==> src/rtl/usec_timer_pkg.sv <==
package usec_timer_pkg;
  typedef enum logic [1:0] {
    SEL_STATUS = 2'd0,
    SEL_LO     = 2'd1,
    SEL_HI     = 2'd2,
    SEL_NONE   = 2'd3
  } reg_sel_e;

  localparam int unsigned STAT_RTC  = 0;
  localparam int unsigned STAT_TMO  = 1;
  localparam int unsigned STAT_PEND = 7;
  localparam int unsigned BYTE_W    = 8;
endpackage

==> src/rtl/usec_prescale.sv <==
module usec_prescale #(
  parameter int unsigned DIV = 4
) (
  input  logic clk_i,
  input  logic rst_ni,
  output logic tick_o
);
  generate
    if (DIV <= 1) begin : g_bypass
      assign tick_o = 1'b1;
    end else begin : g_div
      localparam int unsigned CW = $clog2(DIV);
      localparam logic [CW-1:0] LAST = CW'(DIV - 1);
      logic [CW-1:0] div_q;

      always_ff @(posedge clk_i or negedge rst_ni) begin
        if (!rst_ni)             div_q <= '0;
        else if (div_q == LAST)  div_q <= '0;
        else                     div_q <= div_q + 1'b1;
      end

      assign tick_o = (div_q == LAST);

      // ticks are isolated when dividing
      assert_tick_spacing_R1: assert property (@(posedge clk_i) disable iff (!rst_ni)
        tick_o |=> !tick_o);
    end
  endgenerate
endmodule

==> src/rtl/usec_reload_counter.sv <==
module usec_reload_counter #(
  parameter int unsigned W = 16
) (
  input  logic         clk_i,
  input  logic         rst_ni,
  input  logic         tick_i,
  input  logic [W-1:0] reload_i,
  output logic [W-1:0] cnt_o,
  output logic         wrap_o
);
  logic [W-1:0] cnt_q;

  assign wrap_o = tick_i && (&cnt_q);

  always_ff @(posedge clk_i or negedge rst_ni) begin
    if (!rst_ni)      cnt_q <= '0;
    else if (wrap_o)  cnt_q <= reload_i;
    else if (tick_i)  cnt_q <= cnt_q + 1'b1;
  end

  assign cnt_o = cnt_q;

  assert_step_R1: assert property (@(posedge clk_i) disable iff (!rst_ni)
    (tick_i && !(&cnt_o)) |=> (cnt_o == $past(cnt_o) + 1'b1));
  assert_hold_R1: assert property (@(posedge clk_i) disable iff (!rst_ni)
    !tick_i |=> $stable(cnt_o));
  assert_reload_R2: assert property (@(posedge clk_i) disable iff (!rst_ni)
    wrap_o |=> (cnt_o == $past(reload_i)));
endmodule

==> src/rtl/usec_irq_status.sv <==
module usec_irq_status (
  input  logic clk_i,
  input  logic rst_ni,
  input  logic set_rtc_i,
  input  logic set_tmo_i,
  input  logic wr_i,
  input  logic keep_rtc_i,
  input  logic keep_tmo_i,
  output logic rtc_o,
  output logic tmo_o,
  output logic pend_o
);
  logic rtc_q, tmo_q;
  logic clr_rtc, clr_tmo;

  assign clr_rtc = wr_i && !keep_rtc_i;
  assign clr_tmo = wr_i && !keep_tmo_i;

  // set has priority over clear
  always_ff @(posedge clk_i or negedge rst_ni) begin
    if (!rst_ni) begin
      rtc_q <= 1'b0;
      tmo_q <= 1'b0;
    end else begin
      rtc_q <= set_rtc_i | (rtc_q & ~clr_rtc);
      tmo_q <= set_tmo_i | (tmo_q & ~clr_tmo);
    end
  end

  assign rtc_o  = rtc_q;
  assign tmo_o  = tmo_q;
  assign pend_o = rtc_q | tmo_q;

  assert_rtc_set_R6: assert property (@(posedge clk_i) disable iff (!rst_ni)
    set_rtc_i |=> rtc_o);
  assert_tmo_set_R3: assert property (@(posedge clk_i) disable iff (!rst_ni)
    set_tmo_i |=> tmo_o);
  assert_clear_R8: assert property (@(posedge clk_i) disable iff (!rst_ni)
    (clr_tmo && !set_tmo_i) |=> !tmo_o);
endmodule

==> src/rtl/usec_timer.sv <==
module usec_timer
  import usec_timer_pkg::*;
#(
  parameter int unsigned TIMER_W = 16,
  parameter int unsigned DIV     = 4
) (
  input  logic       clk_i,
  input  logic       rst_ni,
  input  logic [1:0] addr_i,
  input  logic       wr_en_i,
  input  logic [7:0] wdata_i,
  input  logic       rd_en_i,
  output logic [7:0] rdata_o,
  input  logic       sec_irq_i,
  output logic       irq_o
);
  localparam int unsigned HI_W = TIMER_W - BYTE_W;

  reg_sel_e           sel;
  logic               tick, wrap;
  logic [TIMER_W-1:0] cnt, latch_q;
  logic [HI_W-1:0]    snap_q;
  logic               rtc, tmo, pend;
  logic [7:0]         status_byte, snap_byte;

  assign sel = reg_sel_e'(addr_i);

  usec_prescale #(.DIV(DIV)) i_prescale (
    .clk_i  (clk_i),
    .rst_ni (rst_ni),
    .tick_o (tick)
  );

  usec_reload_counter #(.W(TIMER_W)) i_counter (
    .clk_i    (clk_i),
    .rst_ni   (rst_ni),
    .tick_i   (tick),
    .reload_i (latch_q),
    .cnt_o    (cnt),
    .wrap_o   (wrap)
  );

  usec_irq_status i_status (
    .clk_i      (clk_i),
    .rst_ni     (rst_ni),
    .set_rtc_i  (sec_irq_i),
    .set_tmo_i  (wrap),
    .wr_i       (wr_en_i && sel == SEL_STATUS),
    .keep_rtc_i (wdata_i[STAT_RTC]),
    .keep_tmo_i (wdata_i[STAT_TMO]),
    .rtc_o      (rtc),
    .tmo_o      (tmo),
    .pend_o     (pend)
  );

  always_ff @(posedge clk_i or negedge rst_ni) begin
    if (!rst_ni) begin
      latch_q <= '0;
    end else if (wr_en_i) begin
      if (sel == SEL_LO) latch_q[BYTE_W-1:0]       <= wdata_i;
      if (sel == SEL_HI) latch_q[TIMER_W-1:BYTE_W] <= wdata_i[HI_W-1:0];
    end
  end

  always_ff @(posedge clk_i or negedge rst_ni) begin
    if (!rst_ni)                       snap_q <= '0;
    else if (rd_en_i && sel == SEL_LO) snap_q <= cnt[TIMER_W-1:BYTE_W];
  end

  always_comb begin
    status_byte            = '0;
    status_byte[STAT_RTC]  = rtc;
    status_byte[STAT_TMO]  = tmo;
    status_byte[STAT_PEND] = pend;
    snap_byte              = '0;
    snap_byte[HI_W-1:0]    = snap_q;
  end

  always_comb begin
    unique case (sel)
      SEL_STATUS: rdata_o = status_byte;
      SEL_LO:     rdata_o = cnt[BYTE_W-1:0];
      SEL_HI:     rdata_o = snap_byte;
      default:    rdata_o = '0;
    endcase
  end

  assign irq_o = pend;

  assert_snapshot_R5: assert property (@(posedge clk_i) disable iff (!rst_ni)
    (rd_en_i && addr_i == 2'd1) |=> (snap_q == $past(cnt[TIMER_W-1:BYTE_W])));
  assert_latch_steady_R4: assert property (@(posedge clk_i) disable iff (!rst_ni)
    (!wr_en_i || addr_i == 2'd0 || addr_i == 2'd3) |=> $stable(latch_q));
  assert_irq_R7: assert property (@(posedge clk_i) disable iff (!rst_ni)
    irq_o == (rdata_o[STAT_PEND] || sel != SEL_STATUS ? irq_o : 1'b0));
endmodule

==> config.mk <==
export PLATFORM = sky130hd
export DESIGN_NAME = usec_timer
export DESIGN_NICKNAME = d
export VERILOG_FILES = /design/src/rtl/usec_timer_pkg.sv /design/src/rtl/usec_prescale.sv /design/src/rtl/usec_reload_counter.sv /design/src/rtl/usec_irq_status.sv /design/src/rtl/usec_timer.sv
export SDC_FILE = /design/constraint.sdc
export NUM_CORES = 1
export LEC_CHECK = 0
export CAP_MARGIN = 20
export CORE_ASPECT_RATIO = 0.5
export CORE_MARGIN = 10
export CORE_UTILIZATION = 35
export DETAILED_ROUTE_END_ITERATION = 12
export DONT_BUFFER_PORTS = 1
export GPL_ROUTABILITY_DRIVEN = 0
export HOLD_SLACK_MARGIN = 0.15
export PLACE_DENSITY = 0.54
export SKIP_LAST_GASP = 1
export SYNTH_ARGS = -nofsm -noshare
export SYNTH_HDL_FRONTEND = slang
export SYNTH_SLANG_ARGS = --single-unit
export TNS_END_PERCENT = 50
==> constraint.sdc <==
create_clock -name clk_i -period 3.2 [get_ports clk_i]
set_input_delay 0.32 -clock clk_i [delete_from_list [all_inputs] [get_ports clk_i]]
set_output_delay 0.32 -clock clk_i [all_outputs]
set_load 0.01 [all_outputs]
**After elaboration in Yosys (flattened, before gate mapping)**

Index checks and enable logic that the tools add are counted.

- Bitwise gates (word level): 7
- Reduce and logical (&&, ||, !) cells: 12
- Equality and inequality tests: 3
- Add/subtract/negate cells: 2
- Muxes and demuxes: 4

Operators with widths:

| operator | count |
|---|---|
| 2-to-1 mux 16 bit | 2 |
| case mux 8 bit (3 select lines) | 1 |
| adder 16 x 1 -> 16 bit, second input constant | 1 |
| AND reduction 16 bit | 1 |
| logical AND 1 bit | 5 |
| == test 2 bit, second input constant | 2 |
| AND reduction 2 bit | 2 |
| OR 1 bit | 3 |
| adder 2 x 1 -> 2 bit, second input constant | 1 |
| bitwise AND 1 bit | 2 |
| == test 2 x 1 -> 1 bit, second input constant | 1 |
| zero test 1 bit | 2 |
| zero test 2 bit | 1 |
| 2-to-1 mux 2 bit | 1 |
| inverter 1 bit | 2 |
| nonzero test 2 bit | 1 |

- Output and inout port bits: 9
- Register bits: 44

**Logic depth before layout (Yosys ltp)**

Gate-level depths: netlist of the first run.

- Depth in word-level cells: 6
- Depth in mapped cells: 7
- Gate-level depth less buffers: 5

**Cells and area by module**

A second synthesis of the first run with hierarchy kept.

- Cell total of the unflattened synthesis: 178
- Area, all modules: 2158.3 um2

By module, submodules not included:

| module | cells each | area an instance (um2) | seq. area each (um2) | times used |
|---|---|---|---|---|
| usec_timer | 68 | 1078.5 | 600.6 | 1 |
| usec_reload_counter | 99 | 929.6 | 400.4 | 1 |
| usec_irq_status | 7 | 83.8 | 50.0 | 1 |
| usec_prescale | 4 | 66.3 | 50.0 | 1 |

**Least setup slack after synthesis of the first run**

Ideal clock, no wire load.

- Kind: register to register
- From: register i_prescale.g_div.div_q[0]
- To: register i_counter.cnt_q[3], in the netlist i_counter.cnt_o[3]
- Cell stages (with the launch flop): 7
- Slack: 1556 ps
- Setup time: 126 ps
- Required time: 3074 ps
- Arrival: 1518 ps
- Cells stage by stage: dfrtp_1 -> ha_1 -> and2_1 -> buf_4 -> nand3_1 -> nor2_2 -> a311o_1

- Longest elaborated chain between the ends: 3

Ends and longest elaborated chain:

| item | RTL line | source |
|---|---|---|
| start: declaration | usec_prescale.sv:14 | `logic [CW-1:0] div_q;` |
| start signal: assignment | usec_prescale.sv:19 | `else div_q <= div_q + 1'b1;` |
| == test 2 bit * | usec_prescale.sv:22 | `assign tick_o = (div_q == LAST);` |
| logical AND 1 bit | usec_reload_counter.sv:13 | `assign wrap_o = tick_i && (&cnt_q);` |
| 2-to-1 mux 16 bit or nonzero test 2 bit (tied branches) | -- |  |
| end signal: assignment | usec_reload_counter.sv:17 | `else if (wrap_o) cnt_q <= reload_i;` |
| end signal: assignment | usec_reload_counter.sv:18 | `else if (tick_i) cnt_q <= cnt_q + 1'b1;` |
| end: declaration | usec_reload_counter.sv:11 | `logic [W-1:0] cnt_q;` |

Every way passes the cells marked *; elsewhere a longest branch is shown, timed or not.
A chain may end at the register's enable or synchronous reset.

**Worst setup path after layout of the first run**

- From: register i_prescale.g_div.div_q[0]
- To: register i_counter.cnt_q[7], in the netlist i_counter.cnt_o[7]

The elaborated chain is that of the path after synthesis.

==> out/results.ini, run 1 <==
[timing]
whs_ns = 0.183
final_hold_viol_count = 0
tightest_slew_ns = 0.632
rsz0062_at_grt = false
setup_violations = 0
period_share_pct = 65.6
slew_headroom_pct = 57.8
clock.fmax_mhz = 476
fin_skew_ns = 0.00363
slew_viol_final = 0
min_period_ns = 2.10
setup-tns-final_ns = 0

[worst_setup_path]
crit_path_end_kind = register
slowest_delay_ns = 0.51
critical_path_peak_fanout = 17
crit_slowest_cell = ha_1
required_ns = 3.37
critPathLaunchType = register
crit_type = reg -> reg
crit_chain = ha_1, and2_1, and3_4, a21oi_1, a311o_1
timing.critical_path.arrival_ns = 2.27

[drt]
drc_errors = 0
top_layer_used = met4
routed_wl_um = 5310
met3_length_um = 332
via_per_inst = 5.47
dr_wl_met2_um = 2220
vias = 1608
dr.pass1.iters = 4
ant_nets = 0
drt-initial-drc-count = 115
wl_met1_um = 2680
wl_per_cell_um = 18.1

[global_routing]
antenna_found_initial = 0
grt_usage_pct = 10.3
grt_pass1_vias = 1479
grt_max_degree = 45
grt_pass1_wl_um = 8260
grt_overflow = 0

[placed_design]
io_buffers = 0
dp_hpwl_um = 3940

[floorplanning]
core_um2 = 6110
fp.dieArea_um2 = 10100
row_count = 20
die_w_um = 133
start_util_pct = 36.5
die_y_um = 76.4
ioPinCount = 24

[clocking]
cts.sinks = 44
htreeDepth = 2
post_cts_buffers = 0
cts_made_buffers = 5
cts_max_path_buffers = 2
clkTransAtPathRegs_ns = 0.06
cts_tree = done
root_buffer = clkbuf_16
insertion_delay_ns = 0.28

[run_status]
outcome = finished clean

[hold_path]
min_path_type = in -> reg

[flow_run]
drv_cap = 0

[yosys]
syn_area_per_cell_um2 = 10.9
synth_warnings = 0
synth_edf_count = 0
synth-async-reset-ratio_pct = 100
synth_flop_cell = dfrtp_1
synthDominantCellAreaShare_pct = 49.5
yosys.cell_count.top_type = dfrtp_1
synth_top_cells_by_count = dfrtp_1, mux2_2, nand2_1
synth.area.top_cells = dfrtp_1, mux2_2, nand2_1, a31oi_1, nand3_1
ys_seq_elements = 44
postSynthCellCount = 204
netlist_area_um2 = 2230
synthDistinctLibCells = 46
synth_top_area_cell = dfrtp_1
ys_seq_area_share_pct = 49.5
synth_nets = 221

[power_and_ir_drop]
power_density_nw_per_um2 = 524
seqPwrFrac_pct = 47.6
comb_power_share_pct = 5.8
p_leak_nw = 1.04
p_sw_share_pct = 19.9
peakVddDrop_mv = 0.230
internal-power_mw = 1.05
power_switching_uw = 261
p_clk_share_pct = 46.6

[cells_and_area]
drive_gt1_share_pct = 19.9
multiInputGateArea_um2 = 1050
seq_area_um2 = 1100
syn_to_final_growth_pct = 12.4
diodes = 0
layout.nets = 222
fillCellCount = 598

registers in the layout, indices dropped and copies added, names as in the netlist:
signal,cells
snap_byte,8
i_status.tmo_o,1
i_prescale.g_div.div_q,2
i_counter.cnt_o,16
latch_q,16
i_status.rtc_o,1
placed cells by master (no fill, tap or decap), drive strengths merged, types with 2 or more instances in the layout:
cell type     n
clkbuf        7
and3          5
mux2         24
o31ai         3
nor2b         2
nand3        11
dlygate4sd3   2
a211oi        2
dfrtp        44
o21ai        10
mux2i         4
and4          2
o211ai        3
inv           3
nor3          2
a21oi        10
and2          2
nand2b        2
ha            2
a22o          5
a31oi         9
a311o         3
nand2        17
a41oi         2
or2b          2
nand4         3
nor2         10
worst max-delay path: cells and delay by family (launching register included):
family	cells	cell delay, ns
DFF	1	0.35
and+or+nand+nor	2	0.68
AOI/OAI and AO/OA	2	0.43
adders and majority gates	1	0.51
repair_timing:
| item | CTS | global route |
|---|---|---|
| endpoints found under the hold margin | 45 | 0 |
| gates resized for setup | 0 | 0 |
| setup endpoints to repair | 0 | 0 |
| hold buffers | 3 | 0 |
per-stage QoR:
stage	setup slack, ns	power [mW]	instances	utilization (%)	cell area, um2
2_1_floorplan	1.56	0.674	204	-	2230
3_3_place_gp	1.18	0.691	283	37.2	2270
3_5_place_dp	1.12	0.694	283	37.2	2270
4_1_cts	1.11	1.32	294	41.0	2500
5_1_grt	0.961	1.36	294	41.0	2500
6_report	1.10	1.31	294	41.0	2500
per-layer routing:
layer / GRT usage, % / up-vias
li1: - / 777
met1: 15.1 / 788
met2: 13.4 / 37
met3: 2.70 / 6
met4: 4.59 / 0
met5: 0 / -
layout make-up:
cell class | instances | area share (%)
Clock buffer | 7 | 6.10
Inverter | 3 | 0.450
Clock inverter | 1 | 1.20
Multi-Input combinational cell | 148 | 42.0
Tap cell | 88 | 4.40
Sequential cell | 44 | 44.0
Timing Repair Buffer | 3 | 1.90
path summary, 6_finish.rpt:
kind | start | endpoint | slack [ns] | cells past startpoint
setup / recovery | i_prescale.g_div.div_q[0]$_DFF_PN0_ | i_counter.cnt_o[7]$_DFFE_PN0P_ | 1.10 | 5
hold / removal | wdata_i[7] | latch_q[15]$_DFFE_PN0P_ | 0.18 | 1
setup reg to reg | i_prescale.g_div.div_q[0]$_DFF_PN0_ | i_counter.cnt_o[7]$_DFFE_PN0P_ | 1.10 | 5
hold reg to reg | i_prescale.g_div.div_q[0]$_DFF_PN0_ | i_prescale.g_div.div_q[0]$_DFF_PN0_ | 0.43 | 1
max in group asynchronous | rst_ni | latch_q[2]$_DFFE_PN0P_ | 2.46 | 2
min in group asynchronous | rst_ni | latch_q[11]$_DFFE_PN0P_ | 0.53 | 2
logic make-up after synthesis:
group	count (synthesis)	share of synthesized area [%]
and+or+nand+nor	65	16.0
AOI/OAI and AO/OA	53	16.1
DFF	44	49.5
muxes	28	13.9
buffers and inverters	12	3.37
adders and majority gates	2	1.12
power groups by stage:
stage	Clock (mW)	Combinational, mW	Sequential, mW
finish	0.611	0.0758	0.623
CTS	0.622	0.0783	0.623
detailed placement	0	0.0610	0.633
global route	0.650	0.0838	0.627
global placement	0	0.0587	0.632
floorplan	0	0.0538	0.620
Power figures use the tool's default switching activity.
==> run 2: changes to the inputs <==
--- a/config.mk
+++ b/config.mk
@@ -13,7 +13,7 @@
 export DONT_BUFFER_PORTS = 1
 export GPL_ROUTABILITY_DRIVEN = 0
 export HOLD_SLACK_MARGIN = 0.15
-export PLACE_DENSITY = 0.54
+export PLACE_DENSITY = 0.56
 export SKIP_LAST_GASP = 1
 export SYNTH_ARGS = -nofsm -noshare
 export SYNTH_HDL_FRONTEND = slang
==> constraint.sdc (replaced) <==
create_clock -name clk_i -period 1.7 [get_ports clk_i]
set_input_delay 0.17 -clock clk_i [delete_from_list [all_inputs] [get_ports clk_i]]
set_output_delay 0.17 -clock clk_i [all_outputs]
set_load 0.01 [all_outputs]
==> run 2 against run 1 <==
Effect of this change: sequential share of layout area is 4.5 points lower; core utilization is 4.7 points higher; hold slack better by 0.14 ns; critical path depth is 1 lower; sequential power is 88% higher; power is 88% higher; first-iteration DRC count is 83% higher; combinational power is 120% higher; highest routed layer unchanged.
==> out/results.ini, run 2 (synthesis gave the netlist of run 1 again) <==
[clocking]
cts_made_buffers = 5  ; unchanged
insertion_delay_ns = 0.28  ; about the same
cts_max_path_buffers = 2  ; unchanged
clkTransAtPathRegs_ns = 0.07  ; about the same
cts.sinks = 44  ; unchanged
htreeDepth = 2  ; unchanged
root_buffer = clkbuf_16
cts_tree = done

[global_routing]
grt_max_degree = 45  ; unchanged
antenna_found_initial = 0  ; unchanged
grt_usage_pct = 11.6  ; +1.3 points
grt_overflow = 0  ; unchanged
grt_pass1_wl_um = 9520  ; +15%
grt_pass1_vias = 1758  ; +19%

[cells_and_area]
drive_gt1_share_pct = 27.3  ; +7.4 points
final_cells = 326  ; +11%
layout_common_cells = dfrtp_1, mux2_2, buf_4
seq_area_um2 = 1100  ; unchanged
fillCellCount = 598  ; unchanged
syn_to_final_growth_pct = 25.2
layout.nets = 254  ; +14%
multiInputGateArea_um2 = 1060  ; +0.71%
layout_commonest_cell = dfrtp_1
diodes = 0  ; unchanged

[hold_path]
min_path_type = in -> reg
hold_start = rd_en_i

[timing]
clock.fmax_mhz = 625  ; +31%
setup-tns-final_ns = 0  ; unchanged
tightest_slew_ns = 0.543  ; -0.0895 ns
slew_viol_final = 0  ; unchanged
fin_ws_ns = 0.0989  ; -1.00 ns
fin_skew_ns = 0.00655  ; +0.00292 ns
min_period_ns = 1.60  ; -0.498 ns
setup_violations = 0  ; unchanged
rsz0062_at_grt = false
slew_headroom_pct = 63.7  ; +5.9 points
final_hold_viol_count = 0  ; unchanged
period_share_pct = 94.2  ; +29 points

[power_and_ir_drop]
totalPowerFinal_mw = 2.47  ; +88%
p_sw_share_pct = 20.9  ; +0.98 points
power_density_nw_per_um2 = 886  ; +69%
power_switching_uw = 516  ; +98%
internal-power_mw = 1.95  ; +86%
peakVddDrop_mv = 0.367  ; +59%
comb_power_share_pct = 6.6  ; +0.8 points
p_clk_share_pct = 45.9  ; -0.7 points
p_leak_nw = 1.20  ; +15%
seqPwrFrac_pct = 47.4  ; -0.2 points

[worst_setup_path]
required_ns = 1.87  ; -1.50 ns
rr_endpoint = i_counter.cnt_o[9]$_DFFE_PN0P_
cp-startpoint = i_counter.cnt_o[5]$_DFFE_PN0P_
slowest_delay_ns = 0.47  ; -0.04 ns
path_buf_inv = 0  ; unchanged
critPathLaunchType = register
cp_num_cells = 4  ; -1
rrSetupSlack_ns = 0.1  ; -1.00 ns
critical_path_peak_fanout = 10  ; -7
crit_chain = nand4_2, o31ai_1, a21oi_1, a311o_1
endpoint = i_counter.cnt_o[9]$_DFFE_PN0P_
r2r-start = i_counter.cnt_o[5]$_DFFE_PN0P_
crit_path_end_kind = register
timing.critical_path.arrival_ns = 1.77  ; -0.50 ns
cp_top_family = compound AO/OA/AOI/OAI gates
crit_slowest_cell = dfrtp_1
reg2reg_depth = 4  ; -1
crit_type = reg -> reg

[placed_design]
dp_hpwl_um = 4360  ; +11%
io_buffers = 0  ; unchanged
dp.cells = 303  ; +7.1%
pre_cts_ws_ns = 0.0935  ; -1.02 ns

[flow_run]
drv_cap = 0  ; unchanged

[floorplanning]
fp.dieArea_um2 = 10100  ; unchanged
row_count = 20  ; unchanged
start_util_pct = 36.5  ; unchanged
core_um2 = 6110  ; unchanged
die_w_um = 133  ; unchanged
die_y_um = 76.4  ; unchanged
ioPinCount = 24  ; unchanged

[drt]
via_per_inst = 5.49  ; +0.34%
drt-initial-drc-count = 211  ; +83%
routed_wl_um = 5860  ; +10%
top_layer_used = met4
vias = 1789  ; +11%
met3_length_um = 423  ; +27%
ant_nets = 0  ; unchanged
dr_wl_met2_um = 2470  ; +11%
wl_met1_um = 2910  ; +8.8%
wl_per_cell_um = 18.0  ; -0.40%
drc_errors = 0  ; unchanged
dr.pass1.iters = 5  ; +1

[run_status]
outcome = finished clean

==> run 2: cell types whose count changed in the layout (fill, tap and decap cells not counted), sizes merged <==
cell | before | now
buf | 1 | 23
dlygate4sd3 | 2 | 12
clkbuf | 7 | 6
clkinv | 0 | 1
==> run 2: metal layers <==
layer	GRT usage (%)	vias up
li1	-	833
met1	16.6	880
met2	16.4	71
met3	3.03	5
met4	3.17	0
met5	0	-
==> run 2: repair_timing <==
action / 4_1_cts / 5_1_grt
setup endpoints to repair: 0 / 5
resized for setup: 0 / 3
hold endpoints to repair: 62 / 0
setup buffers: 0 / 2
hold buffers: 13 / 0
==> run 2: layout make-up <==
class | count | area share, %
clock buffers | 6 | 4.98
clock inverters | 2 | 1.39
well taps | 88 | 3.95
multi-input cells | 148 | 37.9
flip-flops and latches | 44 | 39.5
inverters | 3 | 0.404
repair buffers | 35 | 11.8
==> run 2: worst reg2reg max path, delay by kind of cell (launching register included) <==
kind	cells	cell delay, ns
compound gates	3	0.74
simple gates	1	0.28
flops	1	0.47
==> run 2: worst min path at each step <==
| stage | endpoint | slack (ns) | cells after the start |
|---|---|---|---|
| after floorplan | i_counter.cnt_o[0]$_DFFE_PN0P_ | -0.13 | 0 |
| after global placement | latch_q[9]$_DFFE_PN0P_ | -0.12 | 0 |
| after detailed placement | latch_q[3]$_DFFE_PN0P_ | -0.12 | 0 |
| after CTS | snap_byte[7]$_DFFE_PN0P_ | 0.32 | 2 |
| after global routing | snap_byte[7]$_DFFE_PN0P_ | 0.37 | 2 |
| final | snap_byte[7]$_DFFE_PN0P_ | 0.32 | 2 |
==> run 2: through the flow <==
| stage | util [%] | hold slack [ns] | instance area (um2) |
|---|---|---|---|
| 2_1_floorplan | - | -0.126 | 2230 |
| 3_3_place_gp | 39.9 | -0.123 | 2430 |
| 4_1_cts | 45.2 | 0.320 | 2760 |
| 6_report | 45.6 | 0.320 | 2790 |
| 5_1_grt | 45.6 | 0.365 | 2790 |
| 3_5_place_dp | 39.9 | -0.123 | 2430 |
==> run 2: power groups by stage <==
stage          sequential (mW)  combinational (mW)  clock (mW)
4_1_cts                   1.17               0.169        1.16
3_5_place_dp              1.19               0.116           0
5_1_grt                   1.18               0.182        1.21
6_report                  1.17               0.164        1.13
2_1_floorplan             1.17               0.101           0
3_3_place_gp              1.19               0.113           0
==> run 3: changes to the inputs <==
--- a/config.mk
+++ b/config.mk
@@ -13,7 +13,6 @@
 export DONT_BUFFER_PORTS = 1
 export GPL_ROUTABILITY_DRIVEN = 0
 export HOLD_SLACK_MARGIN = 0.15
-export PLACE_DENSITY = 0.56
 export SKIP_LAST_GASP = 1
 export SYNTH_ARGS = -nofsm -noshare
 export SYNTH_HDL_FRONTEND = slang
==> run 3 against run 2 <==
Effect of this change: via count increased by 1.1%; global-route usage hardly changed; hold slack worse by 0.020 ns; combinational power is essentially flat; critical path depth unchanged; sequential cell count is the same; cell count decreased by 0.31%; maximum frequency is 4.1% lower; largest power group unchanged; highest routed layer unchanged.
==> out/results.ini, run 3 (synthesis gave the netlist of run 1 again) <==
[timing]
min_period_ns = 1.67  ; +0.0682 ns
setup-tns-final_ns = 0  ; unchanged
setup_violations = 0  ; unchanged
rsz0062_at_grt = true
whs_ns = 0.300  ; -0.0199 ns
period_share_pct = 98.2  ; +4.0 points
final_hold_viol_count = 0  ; unchanged
slew_headroom_pct = 61.4  ; -2.3 points
tightest_slew_ns = 0.578  ; +0.0349 ns
fin_skew_ns = 0.00542  ; -0.00113 ns
clock.fmax_mhz = 599  ; -4.1%
slew_viol_final = 0  ; unchanged

[clocking]
root_buffer = clkbuf_16
cts.sinks = 44  ; unchanged
cts_max_path_buffers = 2  ; unchanged
cts_made_buffers = 5  ; unchanged
htreeDepth = 2  ; unchanged
clkTransAtPathRegs_ns = 0.06  ; about the same
cts_tree = done
insertion_delay_ns = 0.29  ; about the same

[cells_and_area]
final_cells = 325  ; -0.31%
final_util_pct = 44.8  ; -0.86 points
layout_common_cells = dfrtp_1, mux2_2, buf_4
layout.nets = 253  ; -0.39%
layout_commonest_cell = dfrtp_1
diodes = 0  ; unchanged
syn_to_final_growth_pct = 22.8
drive_gt1_share_pct = 25.7  ; -1.6 points

[drt]
dr.pass1.iters = 5  ; unchanged
wl_per_cell_um = 18.3  ; +1.8%
vias = 1808  ; +1.1%
via_per_inst = 5.56  ; +1.4%
ant_nets = 0  ; unchanged
drc_errors = 0  ; unchanged
routed_wl_um = 5950  ; +1.5%
drt-initial-drc-count = 188  ; -11%

[hold_path]
holdPathStages = 2  ; unchanged
min_path_type = in -> reg

[worst_setup_path]
critical_path_peak_fanout = 10  ; unchanged
required_ns = 1.87  ; about the same
timing.critical_path.arrival_ns = 1.84  ; +0.07 ns
crit_type = reg -> reg
critPathLaunchType = register
reg2reg_depth = 4  ; unchanged
crit_path_end_kind = register

[floorplanning]
die_y_um = 76.4  ; unchanged
die_w_um = 133  ; unchanged
core_um2 = 6110  ; unchanged
start_util_pct = 36.5  ; unchanged
ioPinCount = 24  ; unchanged
row_count = 20  ; unchanged
fp.dieArea_um2 = 10100  ; unchanged

[global_routing]
grt_max_degree = 45  ; unchanged
grt_overflow = 0  ; unchanged
grt_pass1_vias = 1828  ; +4.0%
grt_pass1_wl_um = 9510  ; about the same
grt_usage_pct = 11.6  ; +0.014 points
antenna_found_initial = 0  ; unchanged

[power_and_ir_drop]
power_density_nw_per_um2 = 845  ; -4.6%
totalPowerFinal_mw = 2.31  ; -6.4%
p_leak_nw = 1.17  ; -2.2%
peakVddDrop_mv = 0.362  ; -1.3%

[placed_design]
dp.cells = 304  ; +0.33%
io_buffers = 0  ; unchanged
dp_hpwl_um = 4330  ; -0.77%

[run_status]
outcome = finished clean

[flow_run]
drv_cap = 0  ; unchanged

## run 3: changes by cell type in the layout (fill, tap and decap cells not counted)
| cell | change |
|---|---|
| and2_1 | +1 |
| nor2_4 | +1 |
| buf_12 | -1 |
| bufinv_16 | -1 |
| nor2_2 | -1 |
| and2_4 | -1 |
| clkbuf_1 | +2 |
| buf_6 | -1 |
| buf_4 | +1 |
| clkinv_4 | -1 |
## run 3: final cells by class
class	instances	area, um2
inverters	3	11.3
fillers	568	3370
flip-flops and latches	44	1100
multi-input cells	148	1060
well taps	88	110
clock buffers	8	146
repair buffers	34	305
## run 3: worst max-delay path, cell delays in order, from the launching register on
cell and delay [ns]:
dfrtp_1 0.49, nand4_2 0.32, o31ai_1 0.35, a21oi_1 0.07
a311o_1 0.33
## run 3: repair_timing
| action | CTS | global route |
|---|---|---|
| hold endpoints to repair | 62 | 0 |
| resized for setup | 0 | 2 |
| hold buffers | 13 | 0 |
| endpoints found under the setup margin | 0 | 4 |
| setup buffers | 0 | 0 |
## run 3: layer usage
metal | GRT usage (%) | part of all wire (%) | routed length, um | vias to the layer above
li1 | - | - | - | 835
met1 | 14.6 | 46 | 2730 | 890
met2 | 17.8 | 44 | 2650 | 73
met3 | 3.62 | 7.7 | 458 | 10
met4 | 5.02 | 1.9 | 116 | 0
met5 | 0 | 0 | 0 | -
## run 3: final timing paths
path	startpoint	endpoint	slack [ns]
max	i_counter.cnt_o[3]$_DFFE_PN0P_	i_counter.cnt_o[9]$_DFFE_PN0P_	0.03
min	rd_en_i	snap_byte[7]$_DFFE_PN0P_	0.30
max reg2reg	i_counter.cnt_o[3]$_DFFE_PN0P_	i_counter.cnt_o[9]$_DFFE_PN0P_	0.03
min reg2reg	i_prescale.g_div.div_q[0]$_DFF_PN0_	i_prescale.g_div.div_q[0]$_DFF_PN0_	0.43
max in group asynchronous	rst_ni	i_counter.cnt_o[11]$_DFFE_PN0P_	1.08
min in group asynchronous	rst_ni	i_counter.cnt_o[3]$_DFFE_PN0P_	0.42
## run 3: metrics by stage
stage / instance area (um2) / worst slack [ns]
floorplan: 2230 / 0.0558
global placement: 2430 / 0.105
detailed placement: 2430 / 0.0902
CTS: 2720 / 0.0610
global route: 2730 / -0.0478
finish: 2730 / 0.0307
## run 3: power breakdown
part           leakage [nW]  switching [mW]  total (mW)  internal [mW]
combinational         0.538          0.0706       0.166         0.0951
sequential            0.561          0.0502        1.17           1.12
clock                0.0712           0.386       0.972          0.586
